[config.mk]
export PLATFORM = sky130hd
export DESIGN_NAME = ppw_dual_writer
export DESIGN_NICKNAME = d
export VERILOG_FILES = /design/src/rtl/ppw_pkg.sv /design/src/rtl/ppw_word_counter.sv /design/src/rtl/ppw_thread_sel.sv /design/src/rtl/ppw_dual_writer.sv
export SDC_FILE = /design/constraint.sdc
export NUM_CORES = 1
export LEC_CHECK = 0
export ABC_CLOCK_PERIOD_IN_PS = 2500
export BUFFER_PORTS_ARGS = -buffer_cell sky130_fd_sc_hd__buf_2
export CAP_MARGIN = 25
export CORE_MARGIN = 2
export CORE_UTILIZATION = 39
export DETAILED_ROUTE_END_ITERATION = 10
export PLACE_DENSITY = 0.8
export SETUP_SLACK_MARGIN = 0.3
export SKIP_LAST_GASP = 1
export SYNTH_ARGS = -nofsm -noshare
export SYNTH_HDL_FRONTEND = slang
export SYNTH_SLANG_ARGS = --single-unit
export TNS_END_PERCENT = 1
[constraint.sdc]
create_clock -name clk -period 2.5 [get_ports clk]
set_input_delay 0.25 -clock clk [delete_from_list [all_inputs] [get_ports clk]]
set_output_delay 0.25 -clock clk [all_outputs]
set_load 0.02 [all_outputs]
[src/rtl/ppw_pkg.sv]
package ppw_pkg;

    typedef enum logic {
        ST_CHECK = 1'b0,
        ST_FILL  = 1'b1
    } ppw_state_e;

    typedef struct packed {
        logic fire;
        logic close;
    } ppw_beat_t;

    function automatic int unsigned words_per_buf(input int unsigned bytes,
                                                  input int unsigned bus_bits);
        return bytes / (bus_bits / 8);
    endfunction

endpackage

[src/rtl/ppw_word_counter.sv]
module ppw_word_counter #(
    parameter int CNT_W    = 9,
    parameter int LOAD_VAL = 511
) (
    input  logic clk,
    input  logic rst,
    input  logic load,
    input  logic dec,
    output logic is_zero
);
    logic [CNT_W-1:0] cnt_q;

    always_ff @(posedge clk) begin
        if (rst)       cnt_q <= '0;
        else if (load) cnt_q <= CNT_W'(LOAD_VAL);
        else if (dec)  cnt_q <= cnt_q - 1'b1;
    end

    assign is_zero = (cnt_q == '0);
endmodule

[src/rtl/ppw_thread_sel.sv]
module ppw_thread_sel (
    input  logic clk,
    input  logic rst,
    input  logic flip,
    output logic cur
);
    always_ff @(posedge clk) begin
        if (rst)       cur <= 1'b0;
        else if (flip) cur <= ~cur;
    end
endmodule

[src/rtl/ppw_dual_writer.sv]
module ppw_dual_writer #(
    parameter int BUF_BYTES = 2048,
    parameter int DATA_W    = 32
) (
    input  logic              clk,
    input  logic              rst,
    input  logic              in_valid,
    input  logic [DATA_W-1:0] in_data,
    input  logic              in_last,
    output logic              in_ready,
    input  logic [1:0]        thr_rdy,
    output logic [1:0]        wr_en,
    output logic [DATA_W-1:0] wr_data,
    output logic [1:0]        commit
);
    import ppw_pkg::*;

    localparam int WORDS   = words_per_buf(BUF_BYTES, DATA_W);
    localparam int CNT_W   = (WORDS > 1) ? $clog2(WORDS) : 1;
    localparam int NUM_THR = 2;

    ppw_state_e state_q, state_d;
    ppw_beat_t  beat;
    logic       cur;
    logic       is_zero;
    logic       load;
    logic       cur_rdy;

    ppw_thread_sel u_sel (
        .clk  (clk),
        .rst  (rst),
        .flip (beat.close),
        .cur  (cur)
    );

    // Last-word index, not a byte count.
    ppw_word_counter #(
        .CNT_W    (CNT_W),
        .LOAD_VAL (WORDS - 1)
    ) u_cnt (
        .clk     (clk),
        .rst     (rst),
        .load    (load),
        .dec     (beat.fire && !beat.close),
        .is_zero (is_zero)
    );

    always_comb begin
        cur_rdy    = thr_rdy[cur];
        in_ready   = (state_q == ST_FILL) && cur_rdy;
        beat.fire  = in_valid && in_ready;
        beat.close = beat.fire && (is_zero || in_last);
        load       = (state_q == ST_CHECK) && cur_rdy;
        state_d    = state_q;
        case (state_q)
            ST_CHECK: if (cur_rdy)    state_d = ST_FILL;
            ST_FILL:  if (beat.close) state_d = ST_CHECK;
            default:                  state_d = ST_CHECK;
        endcase
    end

    always_ff @(posedge clk) begin
        if (rst) state_q <= ST_CHECK;
        else     state_q <= state_d;
    end

    for (genvar t = 0; t < NUM_THR; t++) begin : g_thr
        assign wr_en[t]  = beat.fire  && (cur == 1'(t));
        assign commit[t] = beat.close && (cur == 1'(t));
    end

    assign wr_data = in_data;
endmodule

==> out/results.txt, run 1 <==
I/O pins - 75
DP HPWL - 1180 um
DRC - 0
Avg Cell Area, Syn - 8.81 um2
register area - 221 um2
number of synthesized flops with an enable pin - 0
largest net degree at the start of global routing - 14
Setup TNS - 0 ns
Leak Pwr - 0.000327 uW
slew margin rel. - 74.1%
Post-Synthesis Cells - 106
DRT Pass-1 Iters - 4
DR WL/cell - 14.5 um
top_reg_cell synth - dfxtp_1
Final Max Tran Viols - 0
min-delay worst type - primary input to flip-flop
H-tree Lvls - 1
hold violation count in the final report - 0
CP startpoint kind - flip-flop
Final period util - 82.3%
final setup vio count - 0
die area - 2800 um2
Seq/Total Area, Yosys - 23.6%
share of layout cells above drive strength 1 - 31.1%
wire length on met3 - 142 um
Die X - 52.9 um
maximum VDD drop - 0.283 mV
final core occ - 37.3%
total number of yosys warnings - 0
1st-iter DRT viols - 11
final net count - 130
most frequent cells in the layout - dfxtp_1, buf_2, inv_1, a31oi_1
Routability Congestion - 0.725
Tmin final - 2.06 ns
ANT nets after route - 0
port bufs - 10
first-pass GRT wire length - 2730 um
Clk pin slew, worst setup/hold paths - 0.08 ns
met1 WL - 707 um
fill count - 226
Post-Synthesis Cell Area - 933 um2
achievable frequency - 486 MHz
commonest non-fill, non-tap cell in the layout - dfxtp_1
Initial Util - 41.8%
status - complete, no violations
CTS Buf Count - 3
Seq cells post-synth - 11
post-synth cell types - 40
Power Dens Cells - 580 nW/um2
Max FO, Critical Path - 7
Overflow after GRT - 0
clock sinks - 11
Total GRT Usage - 13.1%
hold-fix buffers at CTS - 0
Worst EP arrival - 1.81 ns
die height - 52.9 um
max layer used - met4
DP Worst Slack - 0.462 ns
initial antenna violation count - 0
critical path data required time - 2.25 ns
total number of vias - 685
WS Path Type - flip-flop to output port
area of the multi-input gates - 449 um2
Core Area - 2230 um2
met2 routed WL - 806 um
max-cap viol count - 0
Mapped Nets - 145
clock latency at the later pin of the worst-skew pair - 0.27 ns
Post-synth ARST share - 0%
Worst setup EP type - output port
CTS tree - yes
clock buffer depth - 2
RSZ-0062 raised after global routing - no
Routed WL - 1710 um
skew final - 0.00188 ns
worst-margin pin slew - 0.387 ns
Synth-to-Final Area Change - -10.9%
vias per inst - 5.81
Root Driver - clkbuf_4
vias in the first global route - 628
final worst slack - 0.442 ns
site row count - 17
Antenna Cells - 0
## state kept, by name, summed over array words and instances, names as in the netlist
| name | flops |
|---|---|
| u_cnt.cnt_q | 9 |
| state_q | 1 |
| u_sel.cur | 1 |
## worst max-delay path: stages (launching register included)
cell and delay, ns:
dfxtp_1 0.34, inv_1 0.06, ha_1 0.18, nand2b_2 0.17, nor4_4 0.33, o21a_2 0.18
nor2b_1 0.13, buf_4 0.14
## synth_stat cells, types with 2 or more instances
cell type   n  area (um2)
nor2_1      3        11.3
and2_1      3        18.8
nand2b_1    3        18.8
a31oi_1     6        37.5
nor2b_1     5        31.3
buf_4      32         240
o21ai_0     2        10.0
inv_1       6        22.5
dfxtp_1    11         220
o31ai_1     3        22.5
or3_1       2        12.5
or4_1       2        15.0
## where the power goes
| group | total (uW) | internal (uW) | switching (uW) |
|---|---|---|---|
| sequential | 219 | 195 | 24.2 |
| clock | 128 | 61.9 | 66.6 |
| combinational | 135 | 60.5 | 74.3 |
## path summary, 6_finish.rpt
| path | start | end | slack (ns) | cells past startpoint |
|---|---|---|---|---|
| worst max-delay path | u_cnt.cnt_q[0]$_SDFFE_PP0P_ | commit[0] | 0.44 | 7 |
| worst min register to register | u_cnt.cnt_q[2]$_SDFFE_PP0P_ | u_cnt.cnt_q[2]$_SDFFE_PP0P_ | 0.53 | 2 |
| worst max register to register | u_cnt.cnt_q[4]$_SDFFE_PP0P_ | u_cnt.cnt_q[6]$_SDFFE_PP0P_ | 0.62 | 5 |
| worst min-delay path | rst | u_cnt.cnt_q[8]$_SDFFE_PP0P_ | 0.31 | 2 |
## routing by layer
| layer | track usage, % | vias to the layer above |
|---|---|---|
| met5 | 0 | - |
| met4 | 5.56 | 0 |
| met3 | 6.78 | 18 |
| met2 | 21.9 | 25 |
| met1 | 13.7 | 326 |
| li1 | - | 316 |
## what timing repair did
| action | in CTS | in global routing |
|---|---|---|
| setup buffers | 3 | 0 |
| resized for setup | 3 | 1 |
| pin swaps | 3 | 2 |
| endpoints found under the setup margin | 2 | 2 |
| cloned | 0 | 0 |
## kinds of logic (layout without fill, tap and decap cells)
group / after synthesis / after routing / share of synthesized area [%]
AND/OR/NAND/NOR: 31 / 31 / 23.3
buffers and inverters: 39 / 23 / 28.6
multiplexers: 2 / 2 / 2.81
AO/OA/AOI/OAI: 22 / 22 / 20.4
flip-flops: 11 / 11 / 23.6
adder cells (fa/ha/maj): 1 / 1 / 1.34
## area by class of cell
type | count | area share [%]
inverters | 6 | 2.71
repair buffers | 13 | 9.32
clock buffers | 4 | 3.16
multi-input cells | 56 | 54.0
well taps | 28 | 4.21
flip-flops and latches | 11 | 26.6
## metrics by stage
stage | instance area, um2 | cells | hold WS [ns] | power, uW
detailed placement | 774 | 111 | 0.500 | 347
CTS | 830 | 118 | 0.311 | 480
finish | 832 | 118 | 0.314 | 482
global placement | 774 | 111 | 0.500 | 341
global route | 832 | 118 | 0.315 | 512
floorplan | 933 | 106 | 0.443 | 390
(Power assumes the default switching activity.)
==> run 2: changes to the inputs <==
- ABC_CLOCK_PERIOD_IN_PS: 2500 -> 1900
- clock period: 2.5 -> 1.9 ns (I/O delays scaled with it)
==> run 2 against run 1 <==
Effect of this change:
- sequential share of layout area decreased by 1.3 points
- sequential power increased by 31%
- non-clock buffer count increased by 4
- combinational power increased by 47%
- design area increased by 5.0%
- the flow now finishes with violations (setup timing)
- sequential cell count unchanged
- clock power increased by 36%
- die area unchanged
- wire length increased by 20%
- critical path depth decreased by 2
- register-to-register slack got worse by 0.66 ns
- worst hold slack got worse by 0.045 ns
==> out/results.txt, run 2 (synthesis gave the netlist of run 1 again) <==
status - finished, violations left
failing checks - setup timing
Comb pwr share - 30.2%
Internal - 430 uW
site row count - 17
Routed WL - 2050 um
Antenna Cells - 0
vias in the first global route - 749
DR WL/cell - 16.8 um
worst-margin pin slew - 0.370 ns
Sw Ratio - 34.7%
critical path data required time - 1.71 ns
die height - 52.9 um
clock latency at the later pin of the worst-skew pair - 0.28 ns
Routability Congestion - 0.716
vias per inst - 5.79
clock sinks - 11
slew margin rel. - 75.3%
Sw Pwr - 228 uW
clock group share of total power - 26.4%
Final period util - 105%
port bufs - 10
max FFs per register - 9
Final Max Tran Viols - 0
Total GRT Usage - 16.4%
final worst slack - -0.0995 ns
CTS Buf Count - 3
Clk pin slew, worst setup/hold paths - 0.08 ns
hold violation count in the final report - 0
Largest Register - u_cnt.cnt_q
Worst EP arrival - 1.81 ns
CP startpoint kind - flip-flop
I/O pins - 75
Max FO, Critical Path - 4
fin area - 873 um2
first-pass GRT wire length - 3330 um
commonest non-fill, non-tap cell in the layout - dfxtp_1
fill count - 229
Synth-to-Final Area Change - -6.43%
share of layout cells above drive strength 1 - 35.1%
Worst setup EP type - output port
CTS tree - yes
Leak Pwr - 0.000348 uW
biggest regs - u_cnt.cnt_q x9, state_q x1, u_sel.cur x1
1st-iter DRT viols - 18
maximum VDD drop - 0.470 mV
final net count - 134
RSZ-0062 raised after global routing - yes
dpl cells - 115
Initial Util - 41.8%
most frequent cells in the layout - dfxtp_1, buf_2, buf_4
Core Area - 2230 um2
Overflow after GRT - 0
clock buffer depth - 2
Root Driver - clkbuf_4
DRC - 0
skew final - 0.00160 ns
initial antenna violation count - 0
achievable frequency - 500 MHz
die area - 2800 um2
min-delay worst type - primary input to flip-flop
Power Dens Cells - 753 nW/um2
H-tree Lvls - 1
WS Path Type - flip-flop to output port
DRT Pass-1 Iters - 4
post-route insts no fill - 122
Die X - 52.9 um
Post-DP Area - 812 um2
total number of vias - 706
hold-fix buffers at CTS - 0
DP HPWL - 1500 um
Reg power frac - 43.4%
final setup vio count - 4
largest net degree at the start of global routing - 14
Tmin final - 2.00 ns
max-cap viol count - 0
ANT nets after route - 0
DP Worst Slack - 0.0474 ns
run 2: cell type report:
type / count / area, um2 / share of cell area, %
Clock buffer: 4 / 26.3 / 3.01
Multi-Input combinational cell: 56 / 457 / 52.3
Timing Repair Buffer: 17 / 111 / 12.8
Inverter: 6 / 22.5 / 2.58
Sequential cell: 11 / 221 / 25.4
Tap cell: 28 / 35.0 / 4.01
run 2: critical path, cell delays in order, from the launching register on:
cell and delay [ns]:
dfxtp_1 0.32, or4_4 0.57, nor4_4 0.18, o21a_2 0.19
and2_1 0.13, buf_4 0.14
run 2: path summary, 6_finish.rpt:
path	start	endpoint	slack, ns	cells past startpoint
worst max register to register	u_cnt.cnt_q[4]$_SDFFE_PP0P_	u_cnt.cnt_q[7]$_SDFFE_PP0P_	-0.04	6
worst min-delay path	in_last	state_q$_SDFF_PP0_	0.27	3
worst max-delay path	u_cnt.cnt_q[4]$_SDFFE_PP0P_	commit[1]	-0.1	5
worst min register to register	u_cnt.cnt_q[2]$_SDFFE_PP0P_	u_cnt.cnt_q[2]$_SDFFE_PP0P_	0.53	2
run 2: layer usage:
metal / wire length [um] / GRT usage [%] / up-vias
met5: 0 / 0 / -
met4: 35 / 8.55 / 0
met3: 189 / 8.76 / 9
met2: 1060 / 29.2 / 34
met1: 756 / 14.7 / 339
li1: - / - / 324
run 2: through the flow:
| stage | setup TNS (ns) | hold WS [ns] | power, uW | util, % |
|---|---|---|---|---|
| 3_5_place_dp | 0 | 0.380 | 473 | 36.4 |
| 2_1_floorplan | 0 | 0.383 | 515 | - |
| 5_1_grt | -0.572 | 0.280 | 690 | 39.1 |
| 6_report | -0.239 | 0.268 | 658 | 39.1 |
| 4_1_cts | -0.199 | 0.251 | 657 | 39.1 |
| 3_3_place_gp | 0 | 0.380 | 462 | 36.4 |
run 2: timing repair:
action,in CTS,in global routing
setup buffers,3,0
setup endpoints to repair,15,15
pin swaps,3,1
gates resized for setup,5,0
run 2: power by group through the flow:
stage	logic, uW	clock network [uW]	registers [uW]
6_report	199	174	286
5_1_grt	216	184	289
4_1_cts	196	176	285
3_5_place_dp	183	0	291
3_3_place_gp	172	0	290
2_1_floorplan	229	0	286
